**src/rtl/gpc_pkg.sv**
```systemverilog
package gpc_pkg;

    // Width needed to hold any value from 0 to max_val inclusive
    function automatic int unsigned width_for(input int unsigned max_val);
        int unsigned w;
        w = 1;
        while ((64'(1) << w) <= 64'(max_val)) begin
            w = w + 1;
        end
        return w;
    endfunction

    // Largest unsigned value that fits in a field of the given width
    function automatic int unsigned field_max(input int unsigned width);
        return int'((64'(1) << width) - 64'(1));
    endfunction

endpackage

```
**src/rtl/gpc_rank_select.sv**
```systemverilog
module gpc_rank_select #(
    parameter int unsigned N_IN = 19
) (
    input  logic [N_IN-1:0] bits_i,
    input  logic [N_IN-1:0] rank_hi_i,
    input  logic            plain_i,
    output logic [N_IN-1:0] lo_bits_o,
    output logic [N_IN-1:0] hi_bits_o,
    output logic [N_IN-1:0] hi_mask_o
);

    // Effective rank mask: plain mode demotes every operand to weight 1
    assign hi_mask_o = plain_i ? '0 : rank_hi_i;

    for (genvar k = 0; k < N_IN; k++) begin : g_split
        assign hi_bits_o[k] = bits_i[k] & hi_mask_o[k];
        assign lo_bits_o[k] = bits_i[k] & ~hi_mask_o[k];
    end

endmodule

```
**src/rtl/gpc_popcount.sv**
```systemverilog
module gpc_popcount #(
    parameter int unsigned N_IN  = 19,
    parameter int unsigned CNT_W = 5
) (
    input  logic [N_IN-1:0]  vec_i,
    output logic [CNT_W-1:0] cnt_o
);

    // Running totals: stage k holds the count of vec_i[k-1:0]
    logic [CNT_W-1:0] stage [N_IN+1];

    assign stage[0] = '0;

    for (genvar k = 0; k < N_IN; k++) begin : g_acc
        assign stage[k+1] = stage[k] + CNT_W'(vec_i[k]);
    end

    assign cnt_o = stage[N_IN];

endmodule

```
**src/rtl/gpc_capacity_check.sv**
```systemverilog
module gpc_capacity_check
    import gpc_pkg::*;
#(
    parameter int unsigned N_IN  = 19,
    parameter int unsigned N_OUT = 5
) (
    input  logic [N_IN-1:0] hi_mask_i,
    output logic            overrun_o
);

    localparam int unsigned CNT_W = width_for(N_IN);
    localparam int unsigned LIMIT = field_max(N_OUT);

    logic [CNT_W-1:0] hi_cnt;

    gpc_popcount #(
        .N_IN (N_IN),
        .CNT_W(CNT_W)
    ) u_hi_cnt (
        .vec_i(hi_mask_i),
        .cnt_o(hi_cnt)
    );

    // Worst-case total: every operand at 1, high-rank ones counting twice
    assign overrun_o = (32'(N_IN) + 32'(hi_cnt)) > 32'(LIMIT);

endmodule

```
**src/rtl/gpc_weighted_counter.sv**
```systemverilog
module gpc_weighted_counter
    import gpc_pkg::*;
#(
    parameter int unsigned N_IN  = 19,
    parameter int unsigned N_OUT = 5
) (
    input  logic [N_IN-1:0]  bits_i,
    input  logic [N_IN-1:0]  rank_hi_i,
    input  logic             plain_i,
    output logic [N_OUT-1:0] count_o,
    output logic             overrun_o
);

    localparam int unsigned CNT_W = width_for(N_IN);
    localparam int unsigned SUM_W = width_for(2 * N_IN);
    localparam int unsigned EXT_W = (SUM_W > N_OUT) ? SUM_W : N_OUT;

    logic [N_IN-1:0]  lo_bits;
    logic [N_IN-1:0]  hi_bits;
    logic [N_IN-1:0]  hi_mask;
    logic [CNT_W-1:0] lo_cnt;
    logic [CNT_W-1:0] hi_cnt;
    logic [EXT_W-1:0] total;
    logic             cfg_bad;

    gpc_rank_select #(.N_IN(N_IN)) u_split (
        .bits_i   (bits_i),
        .rank_hi_i(rank_hi_i),
        .plain_i  (plain_i),
        .lo_bits_o(lo_bits),
        .hi_bits_o(hi_bits),
        .hi_mask_o(hi_mask)
    );

    gpc_popcount #(.N_IN(N_IN), .CNT_W(CNT_W)) u_lo_cnt (
        .vec_i(lo_bits),
        .cnt_o(lo_cnt)
    );

    gpc_popcount #(.N_IN(N_IN), .CNT_W(CNT_W)) u_hi_cnt (
        .vec_i(hi_bits),
        .cnt_o(hi_cnt)
    );

    gpc_capacity_check #(.N_IN(N_IN), .N_OUT(N_OUT)) u_cap (
        .hi_mask_i(hi_mask),
        .overrun_o(cfg_bad)
    );

    // Combine the two ranks: high-rank count shifted one place left
    assign total = EXT_W'(lo_cnt) + (EXT_W'(hi_cnt) << 1);

    always_comb begin
        overrun_o = cfg_bad;
        count_o   = cfg_bad ? '0 : total[N_OUT-1:0];
    end

endmodule

```
**config.mk**
```make
export PLATFORM = sky130hd
export DESIGN_NAME = gpc_weighted_counter
export DESIGN_NICKNAME = d
export VERILOG_FILES = /design/src/rtl/gpc_pkg.sv /design/src/rtl/gpc_rank_select.sv /design/src/rtl/gpc_popcount.sv /design/src/rtl/gpc_capacity_check.sv /design/src/rtl/gpc_weighted_counter.sv
export SDC_FILE = /design/constraint.sdc
export NUM_CORES = 1
export LEC_CHECK = 0
export CAP_MARGIN = 30
export CORE_MARGIN = 2
export CORE_UTILIZATION = 50
export DETAILED_ROUTE_END_ITERATION = 10
export DONT_BUFFER_PORTS = 1
export SYNTH_ARGS = -nofsm -noshare
export SYNTH_HDL_FRONTEND = slang
export SYNTH_SLANG_ARGS = --single-unit
```
**constraint.sdc**
```tcl
create_clock -name vclk -period 19.2
set_input_delay 5.76 -clock vclk [all_inputs]
set_output_delay 5.76 -clock vclk [all_outputs]
set_load 0.03 [all_outputs]
```
==> results_dict.tcl <==
set metrics [dict create \
    outcome "complete, no violations" \
    grt_pass1_vias 1399 \
    drive_gt1_share_pct 0 \
    cpLargestDelayFamily "adder cells" \
    slew_violations 0 \
    regArea_um2 0 \
    ant_nets 0 \
    cts-resized-gates 0 \
    ios 45 \
    synth.top_cells.by_count "inv_1 (54), fa_1 (36), ha_1 (30), nand2b_1 (19), nand2_1 (15)" \
    seq_cells 0 \
    syn-num-nets 310 \
    yosysTopAreaCell "fa_1" \
    fillers 331 \
    drt-total-wl_um 3520 \
    cts_hold_buf 0 \
    period_minus_slack_ns 18.57 \
    hpwl_um 3460 \
    avgSynthCellArea_um2 8.72 \
    maxSlewHeadroom_pct 36.0 \
    grt_pass1_wl_um 6040 \
    fp.dieH_um 63.8 \
    synth.cell_area_um2 1790 \
    grtUsageTotal_pct 19.1 \
    worstSetupPathType "primary input to output port" \
    die-area_um2 4070 \
    worst-path-buf-inv 5 \
    synth_cell_types 15 \
    tightestPinTransition_ns 0.954 \
    finalSetupTns_ns 0 \
    cp_data_required_time_ns 13.44 \
    grt_setup_unrepaired "no" \
    synth_area_leaders "fa_1 (40%), ha_1 (21%), inv_1 (11%), nand2b_1 (6.7%), nand2_1 (3.2%)" \
    antenna_found_initial 0 \
    num_vias 1204 \
    yosysTopAreaCellShare_pct 40.3 \
    max-cap-violations 0 \
    routedWlPerCell_um 14.1 \
    crit_top_cell "fa_1" \
    cp-end-kind "output port" \
    drt_iter0_drc 13 \
    core_area_um2 3390 \
    max_freq_mhz 53.9 \
    nNetsFinal 310 \
    critPathCapture "count_o[4]" \
    arrival_ns 12.81 \
    min_path_type "primary input to output port" \
    synth_warnings 0 \
    multiInputGateArea_um2 1580 \
    critical-path-slowest-cell "fa_1" \
    die_width_um 63.8 \
    hold_viol 0 \
    vias_per_cell 4.84 \
    port_buffers 0 \
    crit_start "rank_hi_i[1]" \
    post_dp_cell_area_um2 1840 \
    ys_seq_area_share_pct 0 \
    synth_most_common_cell "inv_1" \
    syn2layout_area_growth_pct 2.80 \
    gp_congestion 0.769 \
    path_depth 25 \
    post_cts_buffers 0 \
    grt_max_degree 27 \
    critPathLaunchType "primary input" \
    post-route-cell-area_um2 1840 \
    overflow 0 \
    n_clock_buffer 0 \
    start_util_pct 52.7 \
    diodes 0 \
    drcViolationCount 0 \
    drtPass1Iterations 4 \
    rows 21 \
    syn_inst 205 \
    fin_crit_sh_pct 96.7 \
    slowest_delay_ns 0.54 \
    cp_max_fo 3 \
    setup_viol 0 \
]
-- layout make-up --
type | instances | area share [%]
Multi-Input combinational cell | 149 | 85.8
Inverter | 54 | 11.0
Tap cell | 46 | 3.13
-- placed cells by master (no fill, tap or decap) --
master / synthesis / layout
a21o_1: 2 / 2
a21oi_1: 5 / 5
and2_1: 5 / 5
fa_1: 36 / 36
ha_1: 30 / 30
inv_1: 54 / 54
nand2_1: 15 / 15
nand2b_1: 19 / 19
nand3b_1: 7 / 7
nor2_1: 11 / 11
nor2b_1: 9 / 9
o21ai_1: 1 / 1
xnor2_1: 5 / 5
xor2_1: 4 / 4
-- worst min path at each step --
stage | startpoint | end | slack (ns) | cells past startpoint
6_report | bits_i[3] | count_o[0] | 12.01 | 4
5_1_grt | bits_i[3] | count_o[0] | 12.03 | 4
4_1_cts | bits_i[3] | count_o[0] | 12.02 | 4
3_5_place_dp | bits_i[3] | count_o[0] | 12.02 | 4
3_3_place_gp | bits_i[3] | count_o[0] | 12.00 | 4
2_1_floorplan | bits_i[3] | count_o[0] | 11.99 | 4
-- routing by layer --
| metal | part of all wire, % | GRT usage (%) | wire, um |
|---|---|---|---|
| met1 | 41 | 24.0 | 1450 |
| met2 | 54 | 37.8 | 1900 |
| met3 | 5.0 | 1.41 | 175 |
| met4 | 0 | 0 | 0 |
| met5 | 0 | 0 | 0 |
-- metrics by stage --
step	hold WS (ns)	worst slack (ns)	cells	utilization [%]
2_1_floorplan	11.99	0.725	205	-
3_3_place_gp	12.00	0.700	249	54.2
3_5_place_dp	12.02	0.569	249	54.2
4_1_cts	12.02	0.563	249	54.2
5_1_grt	12.03	0.316	249	54.2
6_report	12.01	0.633	249	54.2
-- kinds of logic (layout without fill, tap and decap cells) --
group	count (synthesis)	in the layout	synth area share, %
adders and majority gates	66	66	61.3
buffers and inverters	56	54	11.8
AOI/OAI and AO/OA	8	8	2.52
xor gates and xnor gates	9	9	4.41
and+or+nand+nor	66	66	20.0
-- worst min-delay path, stage by stage --
cell and delay, ns:
and2_1 0.10, ha_1 0.22, inv_1 0.05, nor2_1 0.13
Power is left out: the tool's default activity adds up to more than one toggle a clock period on the data nets, which glitch-free logic cannot reach.
